## src/rtl/nand_seq_pkg.sv

```systemverilog
package nand_seq_pkg;
  localparam int unsigned IO_W   = 8;
  localparam int unsigned DATA_W = 32;
  localparam int unsigned ADDR_W = 3;
  localparam int unsigned GEOM_W = 8;
  localparam int unsigned CNT_W  = 8;
  localparam int unsigned LANES  = DATA_W / IO_W;
  localparam int unsigned IDX_W  = $clog2(LANES);

  localparam logic [ADDR_W-1:0] A_CTRL = 3'd0;
  localparam logic [ADDR_W-1:0] A_COL  = 3'd1;
  localparam logic [ADDR_W-1:0] A_ROW  = 3'd2;
  localparam logic [ADDR_W-1:0] A_DATA = 3'd3;
  localparam logic [ADDR_W-1:0] A_TIME = 3'd4;
  localparam logic [ADDR_W-1:0] A_GEOM = 3'd5;

  localparam int unsigned B_START = 31;
  localparam logic [IO_W-1:0] OP_RESET = 8'hFF;

  typedef enum logic [2:0] {
    PH_IDLE = 3'd0, PH_OP1 = 3'd1, PH_COL = 3'd2, PH_ROW = 3'd3,
    PH_SPEC = 3'd4, PH_OP2 = 3'd5, PH_GAP = 3'd6, PH_DATA = 3'd7
  } phase_e;

  typedef enum logic [2:0] {
    XF_CMD, XF_ADDR, XF_WR, XF_RD, XF_GAP
  } xfer_e;

  typedef struct packed {
    logic            keep;
    logic [1:0]      size;
    logic            spec;
    logic            wr;
    logic            rd;
    logic            op2_en;
    logic            row_en;
    logic            col_en;
    logic            op1_en;
    logic [IO_W-1:0] op2;
    logic [IO_W-1:0] op1;
  } ctrl_t;
endpackage

```

## src/rtl/nand_seq_regs.sv

```systemverilog
module nand_seq_regs
  import nand_seq_pkg::*;
(
  input  logic              clk_i,
  input  logic              rst_ni,
  input  logic              we_i,
  input  logic [ADDR_W-1:0] addr_i,
  input  logic [DATA_W-1:0] wdata_i,
  input  logic              busy_i,
  input  logic              err_i,
  input  logic              rdy_i,
  input  ctrl_t             ctrl_i,
  input  logic              rd_clr_i,
  input  logic              rd_vld_i,
  input  logic [IDX_W-1:0]  rd_idx_i,
  input  logic [IO_W-1:0]   rd_byte_i,
  output logic [DATA_W-1:0] rdata_o,
  output logic              ld_o,
  output logic              start_o,
  output ctrl_t             ctrl_w_o,
  output logic [DATA_W-1:0] col_o,
  output logic [DATA_W-1:0] row_o,
  output logic [DATA_W-1:0] data_o,
  output logic [DATA_W-1:0] time_o,
  output logic [GEOM_W-1:0] geom_o
);
  logic [DATA_W-1:0] col_q, row_q, data_q, time_q;
  logic [GEOM_W-1:0] geom_q;

  assign ld_o    = we_i && (addr_i == A_CTRL) && !busy_i;
  assign start_o = ld_o && wdata_i[B_START];

  always_comb begin
    ctrl_w_o.keep   = wdata_i[30];
    ctrl_w_o.size   = wdata_i[29:28];
    ctrl_w_o.spec   = wdata_i[24];
    ctrl_w_o.wr     = wdata_i[21];
    ctrl_w_o.rd     = wdata_i[20];
    ctrl_w_o.op2_en = wdata_i[19];
    ctrl_w_o.row_en = wdata_i[18];
    ctrl_w_o.col_en = wdata_i[17];
    ctrl_w_o.op1_en = wdata_i[16];
    ctrl_w_o.op2    = wdata_i[15:8];
    ctrl_w_o.op1    = wdata_i[7:0];
  end

  always_ff @(posedge clk_i or negedge rst_ni) begin
    if (!rst_ni) begin
      col_q  <= '0;
      row_q  <= '0;
      data_q <= '0;
      time_q <= '0;
      geom_q <= '0;
    end else begin
      if (we_i && addr_i == A_COL)  col_q  <= wdata_i;
      if (we_i && addr_i == A_ROW)  row_q  <= wdata_i;
      if (we_i && addr_i == A_TIME) time_q <= wdata_i;
      if (we_i && addr_i == A_GEOM) geom_q <= wdata_i[GEOM_W-1:0];
      if (rd_clr_i)                 data_q <= '0;
      else if (rd_vld_i)            data_q[rd_idx_i*IO_W +: IO_W] <= rd_byte_i;
      else if (we_i && addr_i == A_DATA) data_q <= wdata_i;
    end
  end

  always_comb begin
    unique case (addr_i)
      A_CTRL:  rdata_o = {busy_i, ctrl_i.keep, ctrl_i.size, err_i, rdy_i, 1'b0,
                          ctrl_i.spec, 2'b00, ctrl_i.wr, ctrl_i.rd, ctrl_i.op2_en,
                          ctrl_i.row_en, ctrl_i.col_en, ctrl_i.op1_en,
                          ctrl_i.op2, ctrl_i.op1};
      A_COL:   rdata_o = col_q;
      A_ROW:   rdata_o = row_q;
      A_DATA:  rdata_o = data_q;
      A_TIME:  rdata_o = time_q;
      A_GEOM:  rdata_o = {{(DATA_W-GEOM_W){1'b0}}, geom_q};
      default: rdata_o = '0;
    endcase
  end

  assign col_o  = col_q;
  assign row_o  = row_q;
  assign data_o = data_q;
  assign time_o = time_q;
  assign geom_o = geom_q;
endmodule

```

## src/rtl/nand_seq_cycle.sv

```systemverilog
module nand_seq_cycle
  import nand_seq_pkg::*;
(
  input  logic             clk_i,
  input  logic             rst_ni,
  input  logic             start_i,
  input  xfer_e            kind_i,
  input  logic [IO_W-1:0]  byte_i,
  input  logic [CNT_W-1:0] w_setup_i,
  input  logic [CNT_W-1:0] w_low_i,
  input  logic [CNT_W-1:0] w_hold_wr_i,
  input  logic [CNT_W-1:0] w_hold_rd_i,
  input  logic [CNT_W-1:0] w_gap_i,
  input  logic [IO_W-1:0]  io_i,
  output logic             done_o,
  output logic [IO_W-1:0]  rbyte_o,
  output logic             cle_o,
  output logic             ale_o,
  output logic             we_no,
  output logic             re_no,
  output logic [IO_W-1:0]  io_o,
  output logic             io_oe_o
);
  typedef enum logic [1:0] {E_IDLE, E_SETUP, E_LOW, E_HOLD} est_e;

  est_e             st_q;
  xfer_e            kind_q;
  logic [IO_W-1:0]  byte_q, rbyte_q;
  logic [CNT_W-1:0] cnt_q;
  logic             act, is_rd;

  function automatic logic [CNT_W-1:0] ld(input logic [CNT_W-1:0] w);
    return (w == '0) ? '0 : w - 1'b1;
  endfunction

  always_ff @(posedge clk_i or negedge rst_ni) begin
    if (!rst_ni) begin
      st_q    <= E_IDLE;
      kind_q  <= XF_GAP;
      byte_q  <= '0;
      rbyte_q <= '0;
      cnt_q   <= '0;
    end else if (start_i) begin
      kind_q <= kind_i;
      byte_q <= byte_i;
      if (kind_i == XF_GAP) begin
        st_q  <= E_HOLD;
        cnt_q <= ld(w_gap_i);
      end else begin
        st_q  <= E_SETUP;
        cnt_q <= ld(w_setup_i);
      end
    end else begin
      unique case (st_q)
        E_SETUP: if (cnt_q == '0) begin
                   st_q  <= E_LOW;
                   cnt_q <= ld(w_low_i);
                 end else cnt_q <= cnt_q - 1'b1;
        E_LOW:   if (cnt_q == '0) begin
                   st_q  <= E_HOLD;
                   cnt_q <= ld(is_rd ? w_hold_rd_i : w_hold_wr_i);
                   if (is_rd) rbyte_q <= io_i;
                 end else cnt_q <= cnt_q - 1'b1;
        E_HOLD:  if (cnt_q == '0) st_q <= E_IDLE;
                 else cnt_q <= cnt_q - 1'b1;
        default: ;
      endcase
    end
  end

  assign is_rd   = (kind_q == XF_RD);
  assign act     = (st_q != E_IDLE) && (kind_q != XF_GAP);
  assign done_o  = (st_q == E_HOLD) && (cnt_q == '0);
  assign rbyte_o = rbyte_q;
  assign cle_o   = act && (kind_q == XF_CMD);
  assign ale_o   = act && (kind_q == XF_ADDR);
  assign io_oe_o = act && !is_rd;
  assign io_o    = io_oe_o ? byte_q : '0;
  assign we_no   = !(act && !is_rd && st_q == E_LOW);
  assign re_no   = !(act && is_rd && st_q == E_LOW);
endmodule

```

## src/rtl/nand_seq_ctrl.sv

```systemverilog
module nand_seq_ctrl
  import nand_seq_pkg::*;
(
  input  logic              clk_i,
  input  logic              rst_ni,
  input  logic              ld_i,
  input  logic              start_i,
  input  ctrl_t             ctrl_w_i,
  input  logic [DATA_W-1:0] col_i,
  input  logic [DATA_W-1:0] row_i,
  input  logic [DATA_W-1:0] data_i,
  input  logic [1:0]        geom_col_i,
  input  logic [1:0]        geom_row_i,
  input  logic              eng_done_i,
  output ctrl_t             ctrl_o,
  output logic              busy_o,
  output logic              err_o,
  output logic              ce_act_o,
  output logic              eng_start_o,
  output xfer_e             eng_kind_o,
  output logic [IO_W-1:0]   eng_byte_o,
  output logic              rd_clr_o,
  output logic              rd_vld_o,
  output logic [IDX_W-1:0]  rd_idx_o
);
  ctrl_t            ctrl_q;
  phase_e           ph_q, first_ph, next_ph;
  logic [IDX_W-1:0] idx_q;
  logic             pend_q, err_q, ce_q, conflict, last;
  logic [IDX_W:0]   nbytes, nlast;

  function automatic logic [7:0] en_vec(input ctrl_t c);
    logic [7:0] e;
    e[0] = 1'b0;
    e[1] = c.op1_en;
    e[2] = c.col_en && !c.spec;
    e[3] = c.row_en && !c.spec;
    e[4] = c.spec;
    e[5] = c.op2_en;
    e[6] = c.op2_en;
    e[7] = c.rd || c.wr;
    return e;
  endfunction

  // lowest enabled phase strictly after p
  function automatic phase_e after(input phase_e p, input logic [7:0] en);
    phase_e r = PH_IDLE;
    for (int i = 7; i >= 1; i--)
      if (en[i] && (i > int'(p))) r = phase_e'(3'(i));
    return r;
  endfunction

  assign conflict = ctrl_w_i.rd && ctrl_w_i.wr;
  assign first_ph = after(PH_IDLE, en_vec(ctrl_w_i));
  assign next_ph  = after(ph_q, en_vec(ctrl_q));

  always_comb begin
    unique case (ph_q)
      PH_COL:  nbytes = {1'b0, geom_col_i} + 1'b1;
      PH_ROW:  nbytes = {1'b0, geom_row_i} + 1'b1;
      PH_DATA: nbytes = {1'b0, ctrl_q.size} + 1'b1;
      default: nbytes = 3'd1;
    endcase
  end
  assign nlast = nbytes - 1'b1;
  assign last  = (idx_q == nlast[IDX_W-1:0]);

  always_ff @(posedge clk_i or negedge rst_ni) begin
    if (!rst_ni) begin
      ctrl_q <= '0;
      ph_q   <= PH_IDLE;
      idx_q  <= '0;
      pend_q <= 1'b0;
      err_q  <= 1'b0;
      ce_q   <= 1'b0;
    end else begin
      if (ld_i) ctrl_q <= ctrl_w_i;
      if (start_i) begin
        if (conflict) err_q <= 1'b1;
        else begin
          err_q <= 1'b0;
          if (first_ph != PH_IDLE) begin
            ph_q   <= first_ph;
            idx_q  <= '0;
            pend_q <= 1'b1;
            ce_q   <= !(ctrl_w_i.op1_en && ctrl_w_i.op1 == OP_RESET);
          end
        end
      end else if (pend_q) begin
        pend_q <= 1'b0;
      end else if (eng_done_i) begin
        if (!last) begin
          idx_q  <= idx_q + 1'b1;
          pend_q <= 1'b1;
        end else if (next_ph == PH_IDLE) begin
          ph_q <= PH_IDLE;
          ce_q <= ctrl_q.keep;
        end else begin
          ph_q   <= next_ph;
          idx_q  <= '0;
          pend_q <= 1'b1;
        end
      end
    end
  end

  always_comb begin
    eng_byte_o = '0;
    unique case (ph_q)
      PH_OP1:  begin eng_kind_o = XF_CMD;  eng_byte_o = ctrl_q.op1; end
      PH_COL:  begin eng_kind_o = XF_ADDR; eng_byte_o = col_i[idx_q*IO_W +: IO_W]; end
      PH_ROW:  begin eng_kind_o = XF_ADDR; eng_byte_o = row_i[idx_q*IO_W +: IO_W]; end
      PH_SPEC: eng_kind_o = XF_ADDR;
      PH_OP2:  begin eng_kind_o = XF_CMD;  eng_byte_o = ctrl_q.op2; end
      PH_DATA: begin
                 eng_kind_o = ctrl_q.rd ? XF_RD : XF_WR;
                 eng_byte_o = data_i[idx_q*IO_W +: IO_W];
               end
      default: eng_kind_o = XF_GAP;
    endcase
  end

  assign eng_start_o = pend_q;
  assign ctrl_o      = ctrl_q;
  assign busy_o      = (ph_q != PH_IDLE);
  assign err_o       = err_q;
  assign ce_act_o    = ce_q;
  assign rd_clr_o    = start_i && !conflict && ctrl_w_i.rd;
  assign rd_vld_o    = eng_done_i && (ph_q == PH_DATA) && ctrl_q.rd;
  assign rd_idx_o    = idx_q;
endmodule

```

## src/rtl/nand_seq.sv

```systemverilog
module nand_seq
  import nand_seq_pkg::*;
(
  input  logic              clk_i,
  input  logic              rst_ni,
  input  logic              reg_we_i,
  input  logic [ADDR_W-1:0] reg_addr_i,
  input  logic [DATA_W-1:0] reg_wdata_i,
  output logic [DATA_W-1:0] reg_rdata_o,
  output logic              ce_no,
  output logic              cle_o,
  output logic              ale_o,
  output logic              we_no,
  output logic              re_no,
  output logic [IO_W-1:0]   io_o,
  output logic              io_oe_o,
  input  logic [IO_W-1:0]   io_i,
  input  logic              rb_i
);
  ctrl_t             ctrl_q, ctrl_w;
  logic              ld, start, busy, err, ce_act, rdy_q;
  logic              rd_clr, rd_vld, eng_start, eng_done;
  logic [IDX_W-1:0]  rd_idx;
  logic [IO_W-1:0]   eng_byte, rbyte;
  xfer_e             eng_kind;
  logic [DATA_W-1:0] col, row, data, tim;
  logic [GEOM_W-1:0] geom;
  logic [CNT_W-1:0]  w0, w1, w2, w3, w4;

  always_ff @(posedge clk_i or negedge rst_ni) begin
    if (!rst_ni) rdy_q <= 1'b0;
    else         rdy_q <= rb_i;
  end

  assign w0 = CNT_W'(tim[5:0]);
  assign w1 = CNT_W'(tim[11:6]);
  assign w2 = CNT_W'(tim[17:12]);
  assign w3 = CNT_W'(tim[23:18]);
  assign w4 = CNT_W'(tim[31:24]);

  nand_seq_regs u_regs (
    .clk_i, .rst_ni,
    .we_i      (reg_we_i),
    .addr_i    (reg_addr_i),
    .wdata_i   (reg_wdata_i),
    .busy_i    (busy),
    .err_i     (err),
    .rdy_i     (rdy_q),
    .ctrl_i    (ctrl_q),
    .rd_clr_i  (rd_clr),
    .rd_vld_i  (rd_vld),
    .rd_idx_i  (rd_idx),
    .rd_byte_i (rbyte),
    .rdata_o   (reg_rdata_o),
    .ld_o      (ld),
    .start_o   (start),
    .ctrl_w_o  (ctrl_w),
    .col_o     (col),
    .row_o     (row),
    .data_o    (data),
    .time_o    (tim),
    .geom_o    (geom)
  );

  nand_seq_ctrl u_ctrl (
    .clk_i, .rst_ni,
    .ld_i        (ld),
    .start_i     (start),
    .ctrl_w_i    (ctrl_w),
    .col_i       (col),
    .row_i       (row),
    .data_i      (data),
    .geom_col_i  (geom[5:4]),
    .geom_row_i  (geom[7:6]),
    .eng_done_i  (eng_done),
    .ctrl_o      (ctrl_q),
    .busy_o      (busy),
    .err_o       (err),
    .ce_act_o    (ce_act),
    .eng_start_o (eng_start),
    .eng_kind_o  (eng_kind),
    .eng_byte_o  (eng_byte),
    .rd_clr_o    (rd_clr),
    .rd_vld_o    (rd_vld),
    .rd_idx_o    (rd_idx)
  );

  nand_seq_cycle u_cycle (
    .clk_i, .rst_ni,
    .start_i     (eng_start),
    .kind_i      (eng_kind),
    .byte_i      (eng_byte),
    .w_setup_i   (w0),
    .w_low_i     (w1),
    .w_hold_wr_i (w2),
    .w_hold_rd_i (w3),
    .w_gap_i     (w4),
    .io_i        (io_i),
    .done_o      (eng_done),
    .rbyte_o     (rbyte),
    .cle_o       (cle_o),
    .ale_o       (ale_o),
    .we_no       (we_no),
    .re_no       (re_no),
    .io_o        (io_o),
    .io_oe_o     (io_oe_o)
  );

  assign ce_no = !ce_act;
endmodule

```

## config.mk

```make
export PLATFORM = sky130hd
export DESIGN_NAME = nand_seq
export DESIGN_NICKNAME = d
export VERILOG_FILES = /design/src/rtl/nand_seq_pkg.sv /design/src/rtl/nand_seq_regs.sv /design/src/rtl/nand_seq_cycle.sv /design/src/rtl/nand_seq_ctrl.sv /design/src/rtl/nand_seq.sv
export SDC_FILE = /design/constraint.sdc
export NUM_CORES = 1
export LEC_CHECK = 0
export CAP_MARGIN = 20
export CORE_MARGIN = 1.5
export CORE_UTILIZATION = 37
export CTS_CLUSTER_SIZE = 28
export DETAILED_ROUTE_END_ITERATION = 8
export GPL_TIMING_DRIVEN = 0
export PLACE_DENSITY = 0.62
export REMOVE_ABC_BUFFERS = 1
export SLEW_MARGIN = 20
export SYNTH_ARGS = -nofsm -noshare
export SYNTH_HDL_FRONTEND = slang
export SYNTH_SLANG_ARGS = --single-unit
```

## constraint.sdc

```tcl
create_clock -name clk_i -period 5.8 [get_ports clk_i]
set_clock_uncertainty 0.2 [all_clocks]
set_input_delay 0.87 -clock clk_i [delete_from_list [all_inputs] [get_ports clk_i]]
set_output_delay 0.87 -clock clk_i [all_outputs]
set_load 0.02 [all_outputs]
```

== Word-level counts from Yosys, hierarchy flattened ==
Cells that the tools add are included.

* $add $sub $neg: 11
* Magnitude comparators: 7
* Equal/unequal tests: 28
* Shift-type cells: 5
* Multiplexer cells: 69
* Bitwise operators: 1
* Reduce and logical (&&, ||, !) cells: 69

{| class="wikitable"
|+ Operators by type and width
! operator !! count
|-
| 32-bit one-hot mux with 6 select lines || 1
|-
| 32-bit two-way mux || 3
|-
| 32-bit by 6-bit indexed part select with 8-bit output || 3
|-
| 8-bit two-way mux || 10
|-
| 3-bit two-way mux || 20
|-
| 8-bit zero test || 5
|-
| 8-bit one-hot mux with 5 select lines || 1
|-
| 5-bit negator with 34-bit output || 1
|-
| 8-bit by 34-bit variable shift with 32-bit output, first input constant || 1
|-
| 8-bit by 34-bit indexed part select with 32-bit output || 1
|-
| 1-bit logical AND || 33
|-
| 32-bit bitwise mux || 1
|-
| 2-bit two-way mux || 12
|-
| 8-bit one-hot mux with 3 select lines || 1
|-
| 8-bit by 1-bit subtractor with 8-bit output, second input constant || 3
|-
| 3-bit == test, second input constant || 6
|-
| 1-bit two-way mux || 16
|-
| 3-bit by 2-bit == test with 1-bit output, second input constant || 5
|-
| 6-bit by 1-bit subtractor with 7-bit output, second input constant || 2
|-
| 3-bit greater-than comparator, first input constant || 4
|-
| 3-bit by 2-bit != test with 1-bit output, second input constant || 4
|-
| 2-bit one-hot mux with 3 select lines || 2
|-
| 5-bit AND reduction || 2
|-
| 3-bit by 1-bit == test with 1-bit output, second input constant || 3
|-
| 25 further kinds || 50
|}

* Register bits after elaboration: 200
* Input port bits: 47
* Output and inout port bits: 46
* Logic and storage cells: 217

== Logic depth before layout (Yosys ltp) ==
Gate-level depths: netlist (run 1).

* Depth after elaboration: 15
* Gate-level depth with buffers: 10
* Gate-level depth less buffers: 8

== Cells and area by module ==
Synthesis (run 1) repeated with hierarchy kept, for this count alone.

* Cells, all modules: 1119
* Area total of the unflattened synthesis: 12756.0 µm²

{| class="wikitable"
|+ Modules (own cells, without submodules)
! module !! instances !! cells an instance !! area each (µm²) !! seq. area each (µm²)
|-
| nand_seq_regs || 1 || 557 || 7319.5 || 3403.3
|-
| nand_seq_ctrl || 1 || 265 || 2797.7 || 850.8
|-
| nand_seq_cycle || 1 || 294 || 2606.2 || 726.9
|-
| nand_seq || 1 || 3 || 32.5 || 25.0
|}

== Least setup slack after synthesis (run 1) ==
OpenSTA, ideal clock, no wires.

* Kind: input to output
* Start: input reg_addr_i[2]
* End: output reg_rdata_o[11]
* Arrival: 2.481 ns
* Required time: 4.730 ns
* Slack: 2.249 ns
* Stages: 5
* Path buffers: 3
* Path through: clkbuf_1 > buf_2 > buf_1 > mux2i_1 > o32ai_1

* Longest elaborated chain between the ends: 2
* Elaborated cells on any way between the ends: 7
* Classes of those cells: 5 x eq/ne; 1 x mux; 1 x reduce/logical

{| class="wikitable"
|+ RTL lines
! item !! line !! RTL
|-
| from (decl) || nand_seq.sv:7 || <nowiki>input logic [ADDR_W-1:0] reg_addr_i,</nowiki>
|-
| 3-bit == test (tied with other cells) || nand_seq_regs.sv:66 || <nowiki>unique case (addr_i)</nowiki>
|-
| 32-bit one-hot mux with 6 select lines * || nand_seq_regs.sv:66 ||
|-
| to (decl) || nand_seq.sv:9 || <nowiki>output logic [DATA_W-1:0] reg_rdata_o,</nowiki>
|}

Every way passes the cells marked *; elsewhere a longest branch is shown, timed or not.

== Worst setup path after layout (run 1) ==
* Start: input reg_addr_i[2]
* End: output reg_rdata_o[2]

The elaborated chain is that of the path after synthesis.

==> impl_metrics.py, run 1 <==
metrics = {
    "run_status": {
        "status": "complete, no violations",
    },
    "critical_path": {
        "critPathLaunchType": "primary input",
        "crit_chain": "buf_4 > inv_1 > nor2_1 > a22oi_1 > o22ai_1 > clkdlybuf4s50_1",
        "critPathTopFamily": "buffers and inverters",
        "cp-end-kind": "output pin",
        "critPathRequiredTime_ns": 4.73,
        "slowest_stage": "nor2_1",
        "crit_buf_inv": 3,
        "critPathMaxFanout": 44,
        "cp_slowest_stage_delay_ns": 0.92,
        "cp.arrival_ns": 3.81,
        "path_class": "primary input to output pin",
    },
    "placed_design": {
        "hpwl_mm": 27.09,
        "dp_slack_ns": 0.9077,
        "dp_cells": 1593,
        "io_buffer_count": 92,
        "place_congestion": 0.8827,
    },
    "clocking": {
        "insertion_delay_ns": 0.44,
        "cts_hold_buf": 0,
        "cts_tree": "done",
        "path_clk_slew_ns": 0.07,
        "cts_sinks": 200,
        "htreeDepth": 4,
        "clock_path_buffers": 2,
        "ctsResizeCount": 0,
        "cts_root_buf": "clkbuf_16",
        "numCtsBuffers": 17,
        "cts_setup_buffers": 0,
    },
    "final_layout": {
        "multi_input_area_um2": 6584,
        "drive_gt1_share_pct": 18.82,
        "area_growth_pct": 15.89,
        "diodes": 0,
        "fill_cells": 3038,
        "regArea_um2": 5010,
        "stdcell_count": 1624,
        "nets": 1272,
    },
    "synth": {
        "synthArstFlopShare_pct": 100.0,
        "synthTopCellsByCount": "199 x dfrtp_1, 137 x mux2_2, 114 x nor2_1",
        "syn_area_um2": 11990,
        "ys_warn_count": 0,
        "ys_ff_latch": 200,
        "synth_edf_count": 0,
        "syn_inst": 1168,
        "ys_types": 77,
        "synth_most_common_cell": "dfrtp_1",
        "synthFlopType": "dfrtp_1",
        "avgSynthCellArea_um2": 10.26,
        "synth_top_area_cell": "dfrtp_1",
        "synth_top_area_share_pct": 41.54,
        "ys_seq_area_share_pct": 41.76,
        "synth.area.top_cells": "dfrtp_1 42%, mux2_2 13%, mux2i_1 8.3%, nor2_1 3.6%, a21oi_1 3.3%",
    },
    "timing": {
        "max_clock_freq_ghz": 0.2048,
        "timing.setup.tns_ns": 0,
        "hold_ws_ns": 0.1035,
        "finalSetupViolCount": 0,
        "maxSlewHeadroom_pct": 22.76,
        "worstMarginPinSlew_ns": 1.154,
        "finalMaxSlewViolations": 0,
        "setup_slack_ns": 0.9170,
        "rsz0062_at_grt": "false",
        "hold_viol_final": 0,
        "fin_crit_sh_pct": 84.19,
        "period_minus_slack_ns": 4.883,
    },
    "power_and_ir_drop": {
        "power_frac_comb_pct": 21.5,
        "p_int_w": 0.002632,
        "net-switching-power_w": 0.001226,
        "irDropWorstVdd_uv": 163.1,
        "powerDensity_nw_per_um2": 277.7,
        "clkPwrFrac_pct": 31.2,
        "p_sw_share_pct": 31.78,
        "p_seq_share_pct": 47.3,
        "leakagePower_nw": 5.926,
    },
    "floorplanning": {
        "die_y_um": 183,
        "start_util_pct": 37.79,
        "die-area_um2": 33490,
        "fp-row-count": 65,
        "die_w_um": 183,
        "pin_count": 93,
        "coreArea_um2": 31720,
    },
    "drt": {
        "viasPerCell": 6.018,
        "first_pass_iters": 6,
        "drt-initial-drc-count": 880,
        "num_vias": 9774,
        "drt-total-wl_mm": 39.09,
        "wl_per_cell_um": 24.07,
        "drtAntennaViolNets": 0,
        "drcViolationCount": 0,
    },
    "worst_hold_path": {
        "holdCritPathClass": "primary input to asynchronous set/reset pin",
    },
    "grt": {
        "track_usage_pct": 23.51,
        "grt_pass1_vias": 9450,
        "grt_max_degree": 85,
        "grt_pass1_wl_mm": 58.89,
        "overflow": 0,
        "antenna_found_initial": 1,
    },
    "job": {
        "cap_violations": 0,
    },
}
-- power by group through the flow --
stage | registers (W) | logic [W] | clock network [W]
floorplan | 0.00176 | 0.000530 | 0
detailed placement | 0.00184 | 0.000825 | 0
global placement | 0.00183 | 0.000811 | 0
finish | 0.00183 | 0.000829 | 0.00120
CTS | 0.00182 | 0.000831 | 0.00122
global route | 0.00185 | 0.000905 | 0.00127
-- through the flow --
step           instance area, um^2  total power [W]  util [%]
5_1_grt                      13890         0.004028     43.80
3_5_place_dp                 13320         0.002667     42.00
4_1_cts                      13890         0.003863     43.80
2_1_floorplan                11620         0.002286         -
3_3_place_gp                 13050         0.002645     41.13
6_report                     13890         0.003858     43.80
-- sequential cells by signal (all words and copies together) (netlist names) --
register and count:
u_regs.time_o 32, u_ctrl.eng_start_o 1, u_cycle.rbyte_o 8, u_ctrl.ce_act_o 1, u_cycle.byte_q 8, u_cycle.st_q 2, rdy_q 1, u_regs.data_o 32
u_regs.geom_o 8, u_regs.col_o 32, u_ctrl.ph_q 3, u_cycle.cnt_q 8, u_ctrl.ctrl_o 26, u_ctrl.err_o 1, u_regs.row_o 32, u_ctrl.rd_idx_o 2
u_cycle.kind_q 3
-- layout by cell type, fill, tap and decap left out, types with 17 or more instances in the layout --
cell type / n
dfrtp_1: 198
mux2_2: 137
nor2_1: 113
mux2i_1: 99
clkdlybuf4s50_1: 88
a21oi_1: 80
nand2_1: 77
a22oi_1: 47
o21ai_0: 40
o22ai_1: 32
inv_1: 22
nor3_1: 21
clkbuf_16: 17
-- routing by layer --
layer	vias up	global-route usage (%)	routed length, um
li1	4415	-	-
met3	60	4.051	2537
met5	-	0	9
met1	4918	32.83	17550
met4	2	8.525	1271
met2	379	36.59	17720
-- cell families (layout without fill, tap and decap cells) --
kind of cell | Yosys count | after routing | share of synthesized area, %
AND/OR/NAND/NOR | 299 | 299 | 12.85
flip-flops | 200 | 200 | 41.76
XOR/XNOR | 19 | 19 | 1.388
adder cells (fa/ha/maj) | 15 | 15 | 1.566
AO/OA/AOI/OAI | 285 | 285 | 15.61
buffers and inverters | 103 | 157 | 3.747
multiplexers | 247 | 247 | 23.08
-- worst paths after layout --
path,startpoint,end,slack [ns],depth (start not counted)
max,reg_addr_i[2],reg_rdata_o[2],0.92,6
min,rst_ni,u_cycle.st_q[1]$_DFFE_PN0P_,0.10,1
max reg2reg,u_ctrl.ph_q[2]$_DFFE_PN0P_,u_regs.data_o[12]$_DFFE_PN0P_,2.20,8
min reg2reg,u_cycle.byte_q[1]$_DFFE_PN0P_,u_cycle.byte_q[1]$_DFFE_PN0P_,0.28,2
max in group asynchronous,rst_ni,u_regs.data_o[11]$_DFFE_PN0P_,4.10,3
min in group clk_i,u_cycle.byte_q[1]$_DFFE_PN0P_,u_cycle.byte_q[1]$_DFFE_PN0P_,0.28,2
-- layout make-up --
class / count / area share [%]
clock buffers: 19 / 3.188
clock inverters: 12 / 0.9277
inverters: 22 / 0.5944
multi-input cells: 865 / 47.39
flip-flops and latches: 200 / 36.06
well taps: 402 / 3.621
repair buffers: 104 / 8.214
(Power assumes the default switching activity.)
==> run 2: changes to the inputs <==
--- a/config.mk
+++ b/config.mk
@@ -11,7 +11,7 @@
 export CTS_CLUSTER_SIZE = 28
 export DETAILED_ROUTE_END_ITERATION = 8
 export GPL_TIMING_DRIVEN = 0
-export PLACE_DENSITY = 0.62
+export PLACE_DENSITY = 0.64
 export REMOVE_ABC_BUFFERS = 1
 export SLEW_MARGIN = 20
 export SYNTH_ARGS = -nofsm -noshare
==> constraint.sdc (replaced) <==
create_clock -name clk_i -period 3.9 [get_ports clk_i]
set_clock_uncertainty 0.2 [all_clocks]
set_input_delay 0.585 -clock clk_i [delete_from_list [all_inputs] [get_ports clk_i]]
set_output_delay 0.585 -clock clk_i [all_outputs]
set_load 0.02 [all_outputs]
==> run 2 against run 1 <==
Global-route usage up 0.22 points. Largest cell class unchanged. Critical path depth down 1. Critical endpoint is now reg_rdata_o[28]. Critical path type unchanged. Final area is 1.0% higher. Routed wire length about the same. Clock power is 65% higher. Clock-buffer cell count shrank 1. Hold slack better by 0.18 ns.
==> impl_metrics.py, run 2 (same netlist as run 1, synthesis figures left out) <==
metrics = {
    "final_layout": {
        "diodes": 0,
        "area_growth_pct": 17.04,
        "fill_cells": 2962,
        "drive_gt1_share_pct": 19.41,
        "multi_input_area_um2": 6604,
        "layout_commonest_cell": "dfrtp_1",
        "regArea_um2": 5010,
        "nets": 1275,
        "final_cell_mix": "198 x dfrtp_1, 137 x mux2_2, 111 x nor2_1, 99 x mux2i_1, 88 x clkdlybuf4s50_1",
    },
    "grt": {
        "overflow": 0,
        "grt_max_degree": 73,
        "grt_pass1_wl_mm": 59.86,
        "antenna_found_initial": 0,
        "track_usage_pct": 23.73,
        "grt_pass1_vias": 9655,
    },
    "floorplanning": {
        "die-area_um2": 33490,
        "coreArea_um2": 31720,
        "die_w_um": 183,
        "fp-row-count": 65,
        "die_y_um": 183,
        "pin_count": 93,
        "start_util_pct": 37.79,
    },
    "timing": {
        "finalSetupViolCount": 0,
        "hold_viol_final": 0,
        "worstMarginPinSlew_ns": 0.9803,
        "max_clock_freq_ghz": 0.2631,
        "finalMaxSlewViolations": 0,
        "maxSlewHeadroom_pct": 34.57,
        "setup_slack_ns": 0.09899,
        "timing.setup.tns_ns": 0,
        "period_minus_slack_ns": 3.801,
        "rsz0062_at_grt": "false",
        "hold_ws_ns": 0.2870,
        "fin_crit_sh_pct": 97.46,
    },
    "clocking": {
        "htreeDepth": 4,
        "numCtsBuffers": 17,
        "path_clk_slew_ns": 0.07,
        "insertion_delay_ns": 0.44,
        "cts_tree": "done",
        "clock_path_buffers": 2,
        "cts_setup_buffers": 0,
        "cts_sinks": 200,
        "cts_root_buf": "clkbuf_16",
    },
    "drt": {
        "num_vias": 9772,
        "drtAntennaViolNets": 0,
        "drt-total-wl_mm": 39.08,
        "viasPerCell": 6.002,
        "first_pass_iters": 5,
        "drt-initial-drc-count": 728,
        "wl_per_cell_um": 24.00,
        "drcViolationCount": 0,
    },
    "power_and_ir_drop": {
        "irDropWorstVdd_uv": 250.9,
        "fin_total_pwr_w": 0.005930,
        "leakagePower_nw": 5.992,
        "p_int_w": 0.004109,
        "clkPwrFrac_pct": 33.4,
        "power_frac_comb_pct": 20.9,
        "p_sw_share_pct": 30.71,
        "p_seq_share_pct": 45.7,
        "powerDensity_nw_per_um2": 422.6,
        "net-switching-power_w": 0.001821,
    },
    "placed_design": {
        "hpwl_mm": 27.22,
        "place_congestion": 0.9034,
        "dp_slack_ns": -0.3510,
        "io_buffer_count": 92,
    },
    "critical_path": {
        "cp-end-kind": "output pin",
        "cp.arrival_ns": 3.02,
        "path_class": "primary input to output pin",
        "critPathMaxFanout": 56,
        "critPathRequiredTime_ns": 3.12,
        "timing.critical_path.from": "reg_addr_i[0]",
        "reg2reg_from": "u_ctrl.ph_q[2]$_DFFE_PN0P_",
        "critPathLaunchType": "primary input",
    },
    "worst_hold_path": {
        "holdCritPathClass": "register to register",
        "min_from": "u_cycle.byte_q[7]$_DFFE_PN0P_",
    },
    "job": {
        "cap_violations": 0,
    },
    "run_status": {
        "status": "complete, no violations",
    },
}
[run 2: layout make-up]
type                       count  share of cell area [%]
multi-input combinational    865                   47.07
sequential                   200                   35.71
timing repair buffer         107                   8.454
tap                          402                   3.585
clock buffer                  18                   3.130
clock inverter                14                   1.471
inverter                      22                  0.5885
[run 2: metrics by stage]
| step | std cells | cell area, um^2 | utilization, % |
|---|---|---|---|
| final | 1628 | 14030 | 44.24 |
| after global routing | 1628 | 14030 | 44.24 |
| after CTS | 1627 | 14020 | 44.20 |
| after detailed placement | 1594 | 13340 | 42.07 |
| after global placement | 1581 | 13050 | 41.13 |
| after floorplan | 1087 | 11620 | - |
[run 2: worst paths after layout]
| path | endpoint | slack (ns) | depth (start not counted) |
|---|---|---|---|
| setup / recovery | reg_rdata_o[28] | 0.1 | 5 |
| hold / removal | u_cycle.byte_q[7]$_DFFE_PN0P_ | 0.29 | 2 |
| setup reg to reg | u_regs.data_o[13]$_DFFE_PN0P_ | 0.26 | 8 |
| hold reg to reg | u_cycle.byte_q[7]$_DFFE_PN0P_ | 0.29 | 2 |
| max in group asynchronous | u_ctrl.ph_q[2]$_DFFE_PN0P_ | 2.24 | 3 |
| min in group asynchronous | u_ctrl.ctrl_o[3]$_DFFE_PN0P_ | 0.50 | 2 |
[run 2: what timing repair did]
action                                 CTS  global route
pin swaps                                0             0
setup endpoints to repair               12             1
endpoints found under the hold margin   60             0
resized for setup                        6             1
hold buffers                             1             0
gates cloned                             0             0
[run 2: metal layers]
metal / GRT usage [%] / vias up / routed length (um)
li1: - / 4410 / -
met1: 32.56 / 4918 / 17030
met2: 36.85 / 368 / 18030
met3: 4.011 / 76 / 2534
met4: 10.46 / 0 / 1484
met5: 0 / - / 0
[run 2: power groups by stage]
stage / sequential [W] / clock [W] / combinational [W]
after floorplan: 0.00261 / 0 / 0.000788
after global placement: 0.00273 / 0 / 0.00120
after detailed placement: 0.00274 / 0 / 0.00123
after CTS: 0.00270 / 0.00199 / 0.00124
after global routing: 0.00275 / 0.00207 / 0.00135
final: 0.00271 / 0.00198 / 0.00124
[run 2: worst max-delay path, cell delays in order]
cell and delay [ns]:
buf_4 0.58, and2_1 0.65, a21oi_1 0.18, o22ai_1 0.30, clkdlybuf4s50_1 0.67
==> run 3: changes to the inputs <==
--- a/config.mk
+++ b/config.mk
@@ -13,6 +13,7 @@
 export GPL_TIMING_DRIVEN = 0
 export PLACE_DENSITY = 0.64
 export REMOVE_ABC_BUFFERS = 1
+export SKIP_CTS_REPAIR_TIMING = 1
 export SLEW_MARGIN = 20
 export SYNTH_ARGS = -nofsm -noshare
 export SYNTH_HDL_FRONTEND = slang
==> run 3 against run 2 <==
Hold slack improved by 0.0019 ns. Clock-buffer cell count unchanged. Combinational power barely moved. Cell count stayed put. Setup slack got worse by 0.0051 ns. Routed wire length hardly changed. Critical path depth shrank 1. Sequential power hardly changed. Core utilization is the same. Non-clock buffer count unchanged.
==> impl_metrics.py, run 3 (same netlist as run 1, synthesis figures left out) <==
metrics = {
    "grt": {
        "grt_max_degree": 73,
        "overflow": 0,
        "track_usage_pct": 23.70,
        "grt_pass1_wl_mm": 59.84,
        "antenna_found_initial": 0,
        "grt_pass1_vias": 9663,
    },
    "critical_path": {
        "timing.rr.end": "u_regs.data_o[13]$_DFFE_PN0P_",
        "cp-end-kind": "output pin",
        "cp.arrival_ns": 3.02,
        "critPathMaxFanout": 56,
        "critPathRequiredTime_ns": 3.12,
        "timing.critical_path.from": "reg_addr_i[0]",
        "path_class": "primary input to output pin",
        "reg2reg_from": "u_ctrl.ph_q[2]$_DFFE_PN0P_",
        "r2r_slack_ns": 0.30,
        "reg2reg_depth": 8,
        "critPathLaunchType": "primary input",
    },
    "worst_hold_path": {
        "min_from": "u_cycle.byte_q[7]$_DFFE_PN0P_",
        "holdCritPathClass": "register to register",
        "worstHoldPathCells": 2,
        "hold_end": "u_cycle.byte_q[7]$_DFFE_PN0P_",
    },
    "drt": {
        "num_vias": 9805,
        "drcViolationCount": 0,
        "wl_per_cell_um": 24.01,
        "drt-total-wl_mm": 39.09,
        "drt-initial-drc-count": 739,
        "viasPerCell": 6.023,
        "first_pass_iters": 5,
        "drtAntennaViolNets": 0,
    },
    "final_layout": {
        "diodes": 0,
        "fill_cells": 2961,
        "nets": 1275,
        "drive_gt1_share_pct": 19.41,
        "stdcell_count": 1628,
        "area_growth_pct": 17.04,
        "design_area_um2": 14030,
        "layout_commonest_cell": "dfrtp_1",
        "final_cell_mix": "198 x dfrtp_1, 137 x mux2_2, 111 x nor2_1, 99 x mux2i_1, 88 x clkdlybuf4s50_1",
    },
    "timing": {
        "max_clock_freq_ghz": 0.2627,
        "period_minus_slack_ns": 3.806,
        "hold_viol_final": 0,
        "rsz0062_at_grt": "false",
        "finalSetupViolCount": 0,
        "worstMarginPinSlew_ns": 0.9906,
        "finalMaxSlewViolations": 0,
        "fin_crit_sh_pct": 97.59,
        "maxSlewHeadroom_pct": 33.89,
    },
    "floorplanning": {
        "die-area_um2": 33490,
        "coreArea_um2": 31720,
        "pin_count": 93,
        "die_w_um": 183,
        "start_util_pct": 37.79,
        "fp-row-count": 65,
        "die_y_um": 183,
    },
    "power_and_ir_drop": {
        "power_frac_comb_pct": 20.9,
        "p_sw_share_pct": 30.68,
        "clkPwrFrac_pct": 33.3,
        "leakagePower_nw": 5.992,
        "p_int_w": 0.004108,
        "powerDensity_nw_per_um2": 422.4,
        "p_seq_share_pct": 45.8,
        "irDropWorstVdd_uv": 251.4,
        "net-switching-power_w": 0.001819,
    },
    "clocking": {
        "cts_sinks": 200,
        "path_clk_slew_ns": 0.07,
        "cts_root_buf": "clkbuf_16",
        "clock_path_buffers": 2,
        "cts_tree": "done",
        "insertion_delay_ns": 0.44,
        "numCtsBuffers": 17,
        "htreeDepth": 4,
    },
    "placed_design": {
        "dp_cells": 1594,
        "place_congestion": 0.9034,
        "io_buffer_count": 92,
        "hpwl_mm": 27.22,
        "placed_area_um2": 13340,
    },
    "job": {
        "cap_violations": 0,
    },
    "run_status": {
        "status": "complete, no violations",
    },
}
run 3: cell counts in the layout (fill, tap and decap cells not counted):
Identical to the previous run, type by type.
run 3: worst max-delay path: stages:
cell and delay, ns:
buf_4 0.58, nand2_2 0.57, o21ai_0 0.54, clkdlybuf4s50_1 0.69
run 3: through the flow:
step	util [%]	setup slack [ns]	power (W)	hold WS, ns	setup TNS [ns]
after global routing	44.24	0.01182	0.006180	0.2974	0
after CTS	44.11	-0.3744	0.005929	-0.08945	-2.441
after global placement	41.13	-6.701	0.003931	0.2621	-1912.30
after detailed placement	42.07	-0.3510	0.003966	0.2661	-2.352
final	44.24	0.09391	0.005927	0.2889	0
after floorplan	-	-0.1002	0.003399	0.08941	-2.448
run 3: power groups by stage:
stage,Clock [W],Sequential (W),Combinational (W)
3_5_place_dp,0,0.00274,0.00123
6_report,0.00197,0.00272,0.00124
2_1_floorplan,0,0.00261,0.000788
3_3_place_gp,0,0.00273,0.00120
4_1_cts,0.00199,0.00270,0.00124
5_1_grt,0.00207,0.00275,0.00135
run 3: area by class of cell:
class | count | area (um^2) | share of cell area (%)
Clock buffer | 18 | 439.2 | 3.130
Tap cell | 402 | 503.0 | 3.585
Clock inverter | 14 | 206.4 | 1.471
Multi-Input combinational cell | 865 | 6604 | 47.07
Sequential cell | 200 | 5010 | 35.71
Timing Repair Buffer | 107 | 1186 | 8.454
Inverter | 22 | 82.58 | 0.5885
run 3: worst max path at each step:
stage	end	slack, ns	cells past startpoint
6_report	reg_rdata_o[6]	0.09	4
5_1_grt	reg_rdata_o[28]	0.01	5
4_1_cts	reg_rdata_o[2]	-0.37	6
3_5_place_dp	reg_rdata_o[2]	-0.35	6
2_1_floorplan	u_regs.data_o[24]$_DFFE_PN0P_	-0.10	5
3_3_place_gp	u_regs.row_o[17]$_DFFE_PN0P_	-6.70	1
run 3: layer usage:
metal  part of all wire, %  global-route usage (%)
met1                    44                   32.46
met4                   3.8                   10.43
met2                    46                   36.91
met3                   6.1                   3.971
met5                     0                       0
